<file path="src/rtl/cgr_pkg.sv">
// Package: shared constants for the chip-select gated command register.
// Assumes: command strobes are always three bits, ordered {RAS, CAS, WE}.
package cgr_pkg;
    localparam int CTL_W      = 3;
    localparam int NUM_GROUPS = 2;
    localparam int CTL_RAS    = 2;
    localparam int CTL_CAS    = 1;
    localparam int CTL_WE     = 0;
endpackage

</file>
<file path="src/rtl/cgr_cs_qualify.sv">
// Module: cgr_cs_qualify
// Masks the upper chip selects when four-select mode is off. Flags a
// qualified access when exactly one effective select is low.
// Assumes: NUM_CS is even; the upper half is the optional set.
module cgr_cs_qualify #(
    parameter int NUM_CS = 4
) (
    input  logic              quad_en,
    input  logic [NUM_CS-1:0] cs_n_in,
    output logic [NUM_CS-1:0] cs_eff,
    output logic              hit
);
    localparam int HALF  = NUM_CS / 2;
    localparam int CNT_W = $clog2(NUM_CS + 1);

    logic [CNT_W-1:0] low_cnt;

    // Force the optional selects high unless four-select mode is on.
    always_comb begin
        cs_eff = cs_n_in;
        if (!quad_en) begin
            cs_eff[NUM_CS-1:HALF] = '1;
        end
    end

    // Count active selects; exactly one means a qualified access.
    always_comb begin
        low_cnt = '0;
        for (int i = 0; i < NUM_CS; i++) begin
            low_cnt = low_cnt + CNT_W'(!cs_eff[i]);
        end
        hit = (low_cnt == CNT_W'(1));
    end
endmodule

</file>
<file path="src/rtl/cgr_capture.sv">
// Module: cgr_capture
// Holds the single shared copy of the registered bus. Gated fields load only
// on a qualified access. Clock-enable and termination lines load on every edge.
// Assumes: synchronous active-low reset; hit and cs_eff come from the qualifier.
module cgr_capture
    import cgr_pkg::*;
#(
    parameter int ADDR_W = 16,
    parameter int BA_W   = 3,
    parameter int CKE_W  = 2,
    parameter int NUM_CS = 4
) (
    input  logic              clk,
    input  logic              rst_n,
    input  logic              hit,
    input  logic [NUM_CS-1:0] cs_eff,
    input  logic [ADDR_W-1:0] addr_in,
    input  logic [BA_W-1:0]   ba_in,
    input  logic [CTL_W-1:0]  ctl_n_in,
    input  logic [CKE_W-1:0]  cke_in,
    input  logic [CKE_W-1:0]  odt_in,
    output logic [ADDR_W-1:0] addr_q,
    output logic [BA_W-1:0]   ba_q,
    output logic [CTL_W-1:0]  ctl_q,
    output logic [NUM_CS-1:0] cs_q,
    output logic [CKE_W-1:0]  cke_q,
    output logic [CKE_W-1:0]  odt_q,
    output logic              primed_q,
    output logic              live_q
);
    // Gated fields: load on a qualified access, otherwise hold.
    always_ff @(posedge clk) begin
        if (!rst_n) begin
            addr_q   <= '0;
            ba_q     <= '0;
            ctl_q    <= '0;
            primed_q <= 1'b0;
        end else if (hit) begin
            addr_q   <= addr_in;
            ba_q     <= ba_in;
            ctl_q    <= ctl_n_in;
            primed_q <= 1'b1;
        end
    end

    // Select copy: pass the qualifying pattern, otherwise deassert all.
    always_ff @(posedge clk) begin
        if (!rst_n) begin
            cs_q <= '0;
        end else begin
            cs_q <= hit ? cs_eff : '1;
        end
    end

    // Ungated lines and the output-live flag update on every edge.
    always_ff @(posedge clk) begin
        if (!rst_n) begin
            cke_q  <= '0;
            odt_q  <= '0;
            live_q <= 1'b0;
        end else begin
            cke_q  <= cke_in;
            odt_q  <= odt_in;
            live_q <= 1'b1;
        end
    end

    // a capture leaves exactly one select low in the held copy.
    assert_single_sel_R3: assert property (@(posedge clk) disable iff (!rst_n)
        hit |=> ($countones(~cs_q) == 1));

    // without a qualified access the gated fields do not move.
    assert_gated_hold_R4: assert property (@(posedge clk) disable iff (!rst_n)
        !hit |=> ($stable(addr_q) && $stable(ba_q) && $stable(ctl_q)));

    assert_cs_idle_R5: assert property (@(posedge clk) disable iff (!rst_n)
        !hit |=> (cs_q == '1));

    // ungated lines follow the inputs of the previous edge.
    assert_ungated_R8: assert property (@(posedge clk) disable iff (!rst_n)
        1'b1 |=> (cke_q == $past(cke_in) && odt_q == $past(odt_in)));
endmodule

</file>
<file path="src/rtl/cgr_out_group.sv">
// Module: cgr_out_group
// Drives one output copy. Data reads zero when the copy is disabled or
// before the first qualified access.
// Assumes: inputs are registered values; this stage is pure gating.
module cgr_out_group
    import cgr_pkg::*;
#(
    parameter int ADDR_W = 16,
    parameter int BA_W   = 3,
    parameter int CKE_W  = 2,
    parameter int NUM_CS = 4
) (
    input  logic              live,
    input  logic              enable,
    input  logic              primed,
    input  logic [ADDR_W-1:0] addr_q,
    input  logic [BA_W-1:0]   ba_q,
    input  logic [CTL_W-1:0]  ctl_q,
    input  logic [NUM_CS-1:0] cs_q,
    input  logic [CKE_W-1:0]  cke_q,
    input  logic [CKE_W-1:0]  odt_q,
    output logic              oe,
    output logic [ADDR_W-1:0] addr_o,
    output logic [BA_W-1:0]   ba_o,
    output logic [CTL_W-1:0]  ctl_o,
    output logic [NUM_CS-1:0] cs_o,
    output logic [CKE_W-1:0]  cke_o,
    output logic [CKE_W-1:0]  odt_o
);
    logic show;

    // Pass the registered bus only when the copy is enabled and primed.
    always_comb begin
        oe     = live && enable;
        show   = oe && primed;
        addr_o = show ? addr_q : '0;
        ba_o   = show ? ba_q   : '0;
        ctl_o  = show ? ctl_q  : '0;
        cs_o   = show ? cs_q   : '0;
        cke_o  = show ? cke_q  : '0;
        odt_o  = show ? odt_q  : '0;
    end
endmodule

</file>
<file path="src/rtl/cmd_gate_reg.sv">
// Module: cmd_gate_reg (top)
// Chip-select gated command register with two output copies. It qualifies
// the selects, captures one shared copy and fans it out to groups A and B.
// Assumes: synchronous active-low reset; one cycle from input to output.
module cmd_gate_reg
    import cgr_pkg::*;
#(
    parameter int ADDR_W = 16,
    parameter int BA_W   = 3,
    parameter int CKE_W  = 2,
    parameter int NUM_CS = 4
) (
    input  logic              clk,
    input  logic              rst_n,
    input  logic              quad_en,
    input  logic [1:0]        grp_en,
    input  logic [NUM_CS-1:0] cs_n_in,
    input  logic [ADDR_W-1:0] addr_in,
    input  logic [BA_W-1:0]   ba_in,
    input  logic [2:0]        ctl_n_in,
    input  logic [CKE_W-1:0]  cke_in,
    input  logic [CKE_W-1:0]  odt_in,
    output logic              q_oe_a,
    output logic [ADDR_W-1:0] q_addr_a,
    output logic [BA_W-1:0]   q_ba_a,
    output logic [2:0]        q_ctl_n_a,
    output logic [NUM_CS-1:0] q_cs_n_a,
    output logic [CKE_W-1:0]  q_cke_a,
    output logic [CKE_W-1:0]  q_odt_a,
    output logic              q_oe_b,
    output logic [ADDR_W-1:0] q_addr_b,
    output logic [BA_W-1:0]   q_ba_b,
    output logic [2:0]        q_ctl_n_b,
    output logic [NUM_CS-1:0] q_cs_n_b,
    output logic [CKE_W-1:0]  q_cke_b,
    output logic [CKE_W-1:0]  q_odt_b
);
    localparam int HALF = NUM_CS / 2;

    logic [NUM_CS-1:0] cs_eff;
    logic              hit;
    logic [ADDR_W-1:0] addr_q;
    logic [BA_W-1:0]   ba_q;
    logic [CTL_W-1:0]  ctl_q;
    logic [NUM_CS-1:0] cs_q;
    logic [CKE_W-1:0]  cke_q;
    logic [CKE_W-1:0]  odt_q;
    logic              primed_q;
    logic              live_q;

    logic              g_oe   [NUM_GROUPS];
    logic [ADDR_W-1:0] g_addr [NUM_GROUPS];
    logic [BA_W-1:0]   g_ba   [NUM_GROUPS];
    logic [CTL_W-1:0]  g_ctl  [NUM_GROUPS];
    logic [NUM_CS-1:0] g_cs   [NUM_GROUPS];
    logic [CKE_W-1:0]  g_cke  [NUM_GROUPS];
    logic [CKE_W-1:0]  g_odt  [NUM_GROUPS];

    cgr_cs_qualify #(.NUM_CS(NUM_CS)) u_qual (
        .quad_en (quad_en),
        .cs_n_in (cs_n_in),
        .cs_eff  (cs_eff),
        .hit     (hit)
    );

    cgr_capture #(
        .ADDR_W(ADDR_W), .BA_W(BA_W), .CKE_W(CKE_W), .NUM_CS(NUM_CS)
    ) u_cap (
        .clk      (clk),
        .rst_n    (rst_n),
        .hit      (hit),
        .cs_eff   (cs_eff),
        .addr_in  (addr_in),
        .ba_in    (ba_in),
        .ctl_n_in (ctl_n_in),
        .cke_in   (cke_in),
        .odt_in   (odt_in),
        .addr_q   (addr_q),
        .ba_q     (ba_q),
        .ctl_q    (ctl_q),
        .cs_q     (cs_q),
        .cke_q    (cke_q),
        .odt_q    (odt_q),
        .primed_q (primed_q),
        .live_q   (live_q)
    );

    // One output stage per copy, each with its own enable bit.
    for (genvar g = 0; g < NUM_GROUPS; g++) begin : gen_grp
        cgr_out_group #(
            .ADDR_W(ADDR_W), .BA_W(BA_W), .CKE_W(CKE_W), .NUM_CS(NUM_CS)
        ) u_grp (
            .live   (live_q),
            .enable (grp_en[g]),
            .primed (primed_q),
            .addr_q (addr_q),
            .ba_q   (ba_q),
            .ctl_q  (ctl_q),
            .cs_q   (cs_q),
            .cke_q  (cke_q),
            .odt_q  (odt_q),
            .oe     (g_oe[g]),
            .addr_o (g_addr[g]),
            .ba_o   (g_ba[g]),
            .ctl_o  (g_ctl[g]),
            .cs_o   (g_cs[g]),
            .cke_o  (g_cke[g]),
            .odt_o  (g_odt[g])
        );
    end

    // Map the group array onto the named A and B ports.
    always_comb begin
        q_oe_a    = g_oe[0];
        q_addr_a  = g_addr[0];
        q_ba_a    = g_ba[0];
        q_ctl_n_a = g_ctl[0];
        q_cs_n_a  = g_cs[0];
        q_cke_a   = g_cke[0];
        q_odt_a   = g_odt[0];
        q_oe_b    = g_oe[1];
        q_addr_b  = g_addr[1];
        q_ba_b    = g_ba[1];
        q_ctl_n_b = g_ctl[1];
        q_cs_n_b  = g_cs[1];
        q_cke_b   = g_cke[1];
        q_odt_b   = g_odt[1];
    end

    // a sampled reset disables both copies on the next cycle.
    assert_reset_off_R1: assert property (@(posedge clk)
        !rst_n |=> (!q_oe_a && !q_oe_b && q_addr_a == '0 && q_addr_b == '0));

    // before the first capture, the driven outputs stay low.
    assert_prime_low_R2: assert property (@(posedge clk) disable iff (!rst_n)
        !primed_q |-> (q_addr_a == '0 && q_cs_n_a == '0 && q_cke_a == '0
                       && q_odt_b == '0 && q_cs_n_b == '0));

    // in two-select mode the upper selects never appear low.
    assert_dual_mask_R6: assert property (@(posedge clk) disable iff (!rst_n)
        !quad_en |=> (cs_q[NUM_CS-1:HALF] == '1));

    // a disabled group is not driven.
    assert_group_off_R9: assert property (@(posedge clk) disable iff (!rst_n)
        !grp_en[1] |-> (!q_oe_b && q_addr_b == '0 && q_cke_b == '0));
endmodule

</file>
<file path="config.mk">
export PLATFORM = sky130hd
export DESIGN_NAME = cmd_gate_reg
export DESIGN_NICKNAME = d
export VERILOG_FILES = /design/src/rtl/cgr_pkg.sv /design/src/rtl/cgr_cs_qualify.sv /design/src/rtl/cgr_capture.sv /design/src/rtl/cgr_out_group.sv /design/src/rtl/cmd_gate_reg.sv
export SDC_FILE = /design/constraint.sdc
export NUM_CORES = 1
export LEC_CHECK = 0
export ABC_AREA = 0
export BUFFER_PORTS_ARGS = -buffer_cell sky130_fd_sc_hd__buf_2
export CORE_MARGIN = 8
export CORE_UTILIZATION = 30
export CTS_CLUSTER_SIZE = 10
export DETAILED_ROUTE_END_ITERATION = 7
export PLACE_DENSITY = 0.71
export SYNTH_ARGS = -nofsm -noshare
export SYNTH_HDL_FRONTEND = slang
export SYNTH_SLANG_ARGS = --single-unit
</file>
<file path="constraint.sdc">
create_clock -name clk -period 2.6 [get_ports clk]
set_input_delay 0.13 -clock clk [delete_from_list [all_inputs] [get_ports clk]]
set_output_delay 0.13 -clock clk [all_outputs]
set_load 0.02 [all_outputs]
</file>
=== Word-level counts from Yosys, hierarchy flattened ===
Cells that the tools add are included.

* Flip-flop bits (word level): 32
* Bits in latches: 0
* RAM bits: 0
* ROM bits: 0
* Output and inout port bits: 62
* Word-level logic and storage cells: 35
* Memories: 0

* Add/sub/neg operators: 3
* $mul: 0
* Divide/modulo/power cells: 0
* $lt $le $gt $ge: 0
* Equal/unequal tests: 1
* Shift operators: 0
* Mux-type cells: 15
* Bitwise gates (word level): 0
* Reductions and logical operators: 8

{| class="wikitable"
|+ Operators by type and width
! cell !! number
|-
| $mux W16 || 2
|-
| $mux W3 || 4
|-
| $mux W4 || 3
|-
| $mux W2 || 5
|-
| $add A3 B1 Y3 || 2
|-
| $logic_and A1 B1 Y1 || 4
|-
| $logic_not A1 Y1 || 4
|-
| $eq A3 B1 Y1 const B || 1
|-
| $add A1 B1 Y2 || 1
|-
| $mux W1 || 1
|}

=== Longest topological paths before layout ===
* Depth after elaboration: 6
* Depth in mapped cells: 9
* Mapped depth without buffers: 8

=== By module ===
A second synthesis with hierarchy kept.

* Cell total of the unflattened synthesis: 186
* Area, all modules: 1858.0 µm²

{| class="wikitable"
|+ Modules (own cells, without submodules)
! module !! instances !! cells each !! area each (µm²) !! sequential area each (µm²)
|-
| cgr_capture || 1 || 95 || 1133.6 || 640.6
|-
| cgr_out_group || 2 || 40 || 314.1 || 0.0
|-
| cgr_cs_qualify || 1 || 11 || 96.3 || 0.0
|}

=== Worst setup path after synthesis ===
No wires, ideal clock.

* Path kind: input port to flip-flop
* Start point: in cs_n_in[0]
* End point: reg u_cap.addr_q[10]
* Library setup time: 0.072 ns
* Arrival: 1.918 ns
* Slack: 0.610 ns
* Stages: 9
* Buffers on the path: 1
* Path through: inv_1 -> ha_1 -> inv_1 -> fa_1 -> inv_1 -> ha_1 -> nor3_4 -> buf_6 -> mux2i_1

* Longest elaborated chain between the ends: 5

{| class="wikitable"
|+ Ends and longest elaborated chain
! what !! line !! text
|-
| start: declaration || cmd_gate_reg.sv:17 || <nowiki>input logic [NUM_CS-1:0] cs_n_in,</nowiki>
|-
| $logic_not A1 Y1 || cgr_cs_qualify.sv:30 || <nowiki>low_cnt = low_cnt + CNT_W'(!cs_eff[i]);</nowiki>
|-
| $add A1 B1 Y2 || cgr_cs_qualify.sv:30 ||
|-
| $add A3 B1 Y3 (2 in a row) || cgr_cs_qualify.sv:30 ||
|-
| $eq A3 B1 Y1 || cgr_cs_qualify.sv:32 || <nowiki>hit = (low_cnt == CNT_W'(1));</nowiki>
|-
| end signal: assignment || cgr_capture.sv:39 || <nowiki>addr_q <= addr_in;</nowiki>
|-
| end: declaration || cgr_capture.sv:22 || <nowiki>output logic [ADDR_W-1:0] addr_q,</nowiki>
|}

No other way between the ends.
A chain may end at the register's enable or synchronous reset.

=== Final worst setup path ===
* Start point: reg u_cap.primed_q
* End point: out q_ba_a[0]

* Longest elaborated chain between the ends: 2

{| class="wikitable"
|+ Ends and longest elaborated chain
! what !! line !! text
|-
| start: declaration || cgr_capture.sv:28 || <nowiki>output logic primed_q,</nowiki>
|-
| start signal: assignment || cgr_capture.sv:37 || <nowiki>primed_q <= 1'b0;</nowiki>
|-
| start signal: assignment || cgr_capture.sv:42 || <nowiki>primed_q <= 1'b1;</nowiki>
|-
| $logic_and A1 B1 Y1 || cgr_out_group.sv:35 || <nowiki>show = oe && primed;</nowiki>
|-
| $mux W3 || cgr_out_group.sv:37 || <nowiki>ba_o = show ? ba_q : '0;</nowiki>
|-
| end: declaration || cmd_gate_reg.sv:25 || <nowiki>output logic [BA_W-1:0] q_ba_a,</nowiki>
|}

No other way between the ends.

==> key figures <==
Outcome
  – Status: completed

Setup path
  – Required time worst endpoint: 2.47 ns
  – CP endpoint kind: primary output
  – CP Class: flop to primary output
  – Worst reg2reg setup slack: 1.91 ns
  – Worst R2R Path Depth: 1
  – CP Max Fanout: 25
  – R2R Path End: u_cap.primed_q
  – Reg2reg start: u_cap.primed_q
  – Setup crit start kind: flop
  – Data arrival, critical path: 1.83 ns

Global routing
  – Grt ovf: 0
  – Number of global-route vias before repair: 1,567
  – Total GRT Usage: 0.113
  – Initial antenna violation count: 0
  – First-pass GRT wire length: 7.65 mm
  – Largest net degree at the start of global routing: 55

Synthesis
  – Sequential-to-total area share from yosys stat: 0.389
  – Syn nets: 238
  – #FFs+latches synth: 32
  – Synth Warn #: 0
  – Syn Std Cell Area: 1650 sq um
  – Syn_area_per_cell: 8.23 sq um
  – Synth Instances: 200
  – Post-synth cell types: 18

Floorplanning
  – # rows: 27
  – Initial core utilization: 0.305
  – Die H: 90.1 um
  – Die area: 8120 sq um
  – Die W: 90.1 um
  – Io pins: 97
  – Core area: 5410 sq um

Timing
  – Setup ws final: 0.639 ns
  – Clock skew: 0 ns
  – Period utilization: 0.754
  – Relative max-transition margin: 0.433
  – Fin Setup TNS: 0 ns
  – Final setup fails: 0
  – Final hold viol count: 0
  – Slew @ Worst Pin: 0.851 ns
  – RSZ-0062 raised after global routing: false
  – Crit path time final: 1.96 ns
  – Final Max Slew Viols: 0
  – Max Freq: 510 MHz

Routing
  – DR WL met2: 2.27 mm
  – Initial drt markers: 57
  – WL/cell: 12.3 um
  – Highest routed metal layer: met4
  – Routed WL: 4.48 mm
  – DR pass1 iterations: 4
  – DRC: 0
  – M1 WL: 1.75 mm
  – Detail Route Antenna Nets: 0
  – Met3 WL post-DR: 370 um
  – Vias post-DR: 1,562
  – Via-to-Cell Ratio: 4.27

Final layout
  – Design Area, Final: 2260 sq um
  – Fin cells: 366
  – Footprint of the multi-input gates: 918 sq um
  – N_diodes: 0
  – Share of cells above drive strength 1: 0.357
  – Layout area overhead: 37.1%
  – Register Area: 641 sq um
  – Fill cells: 585
  – Layout Nets: 331

Placement
  – Routability Congestion: 0.730
  – I/O Buffers: 96
  – Pre-CTS setup slack: 0.502 ns
  – Placed cell area: 2170 sq um
  – Post-DP HPWL: 3.47 mm
  – Placed insts: 358

Pwr
  – Peak supply drop: 215 uV
  – PwrDens: 530 nW/um^2
  – Leak: 1.23 nW
  – Tot Pwr: 0.00120 W

Clocking
  – CTS resizes: 0
  – Worst-path clk slew: 0.06 ns
  – Clk buf depth: 2
  – Clk_lat worst skew: 0.27 ns
  – CTS root buf: clkbuf_8
  – Number of setup buffers added after CTS: 0
  – # H-tree levels: 2
  – Hold Buf Count CTS: 0
  – CTS tree: built
  – Clock Sinks: 32
  – Cts bufs inserted: 5

Hold path
  – Worst min path class: input port to flop
  – Hold path start: odt_in[1]
  – Hold depth: 2
  – Worst Hold End: u_cap.odt_q[1]

Flow run
  – Max-cap violations: 0
[report_power, final]
group / switching (W) / internal [W] / total [W]
clock: 0.000169 / 0.000216 / 0.000384
combinational: 0.000130 / 0.000105 / 0.000235
sequential: 0.0000327 / 0.000544 / 0.000577
total: 0.000332 / 0.000865 / 0.00120
[logic make-up (layout without fill, tap and decap cells)]
logic type      Yosys count  after routing  share of synthesized area
flops                    32             32                      0.389
fa+ha+maj                 3              3                     0.0274
compound gates            5              5                     0.0274
buf+inv                  18            112                     0.0532
mux                      22             22                      0.134
simple gates            120            120                      0.369
[sequential cells by signal (all words and copies together), names as in the netlist]
name and flops:
u_cap.cke_q 2, u_cap.live_q 1, u_cap.odt_q 2, u_cap.addr_q 16, u_cap.primed_q 1, u_cap.ba_q 3, u_cap.ctl_q 3, u_cap.cs_q 4
[routing by layer]
| metal | GRT usage | vias to the layer above |
|---|---|---|
| met1 | 0.110 | 690 |
| met4 | 0.0499 | 0 |
| met5 | 0 | - |
| met3 | 0.0507 | 8 |
| met2 | 0.201 | 57 |
| li1 | - | 807 |
[per-stage QoR]
stage                     hold slack [ns]  utilization
final                              0.0501        0.418
after global routing               0.0411        0.418
after CTS                          0.0433        0.418
after detailed placement            0.338        0.401
after global placement              0.330        0.401
after floorplan                     0.158            -
[cells in the mapped netlist]
cell,number,area (sq um)
o41a_1,2,22.5
a21boi_0,2,15.0
nor3_4,1,16.3
nor2_1,10,37.5
and3_1,2,12.5
inv_1,6,22.5
buf_8,1,15.0
ha_1,2,25.0
nand2_1,51,191
nand2b_1,2,12.5
mux2i_1,22,220
and2_1,54,338
dfxtp_1,32,641
clkbuf_1,9,33.8
fa_1,1,20.0
o21a_1,1,7.51
buf_2,1,5.00
buf_6,1,11.3
[critical path: stages (launching register included)]
cell and delay (ns):
dfxtp_1 0.47, and3_1 0.69, and2_1 0.22, buf_2 0.16
[worst max-delay path by stage]
stage                        start          endpoint  slack (ns)  cells after the start
global placement        cs_n_in[0]   u_cap.addr_q[2]        0.59                     10
CTS                 u_cap.primed_q         q_ba_a[0]        0.61                      3
floorplan               cs_n_in[0]  u_cap.addr_q[10]        0.61                      9
finish              u_cap.primed_q         q_ba_a[0]        0.64                      3
global route        u_cap.primed_q       q_addr_a[7]        0.46                      3
detailed placement      cs_n_in[1]   u_cap.addr_q[1]        0.50                     10
[cell type report]
cell class,count,share of cell area
clock buffer,8,0.0399
inverter,6,0.00998
multi-input combinational,150,0.407
sequential,32,0.284
tap,72,0.0399
timing repair buffer,98,0.220
[cells in the final DEF (no fill, tap or decap)]
cell and n:
clkbuf_1 2, nor2_1 10, mux2i_1 22, nand2b_1 2
inv_1 6, a21boi_0 2, buf_4 2, ha_1 2
nand2_1 51, o21a_1 1, and3_1 2, dfxtp_1 32
nor3_4 1, clkbuf_8 6, o41a_1 2, fa_1 1
and2_1 54, buf_2 96
No activity file was read; power rests on OpenSTA's default activity.
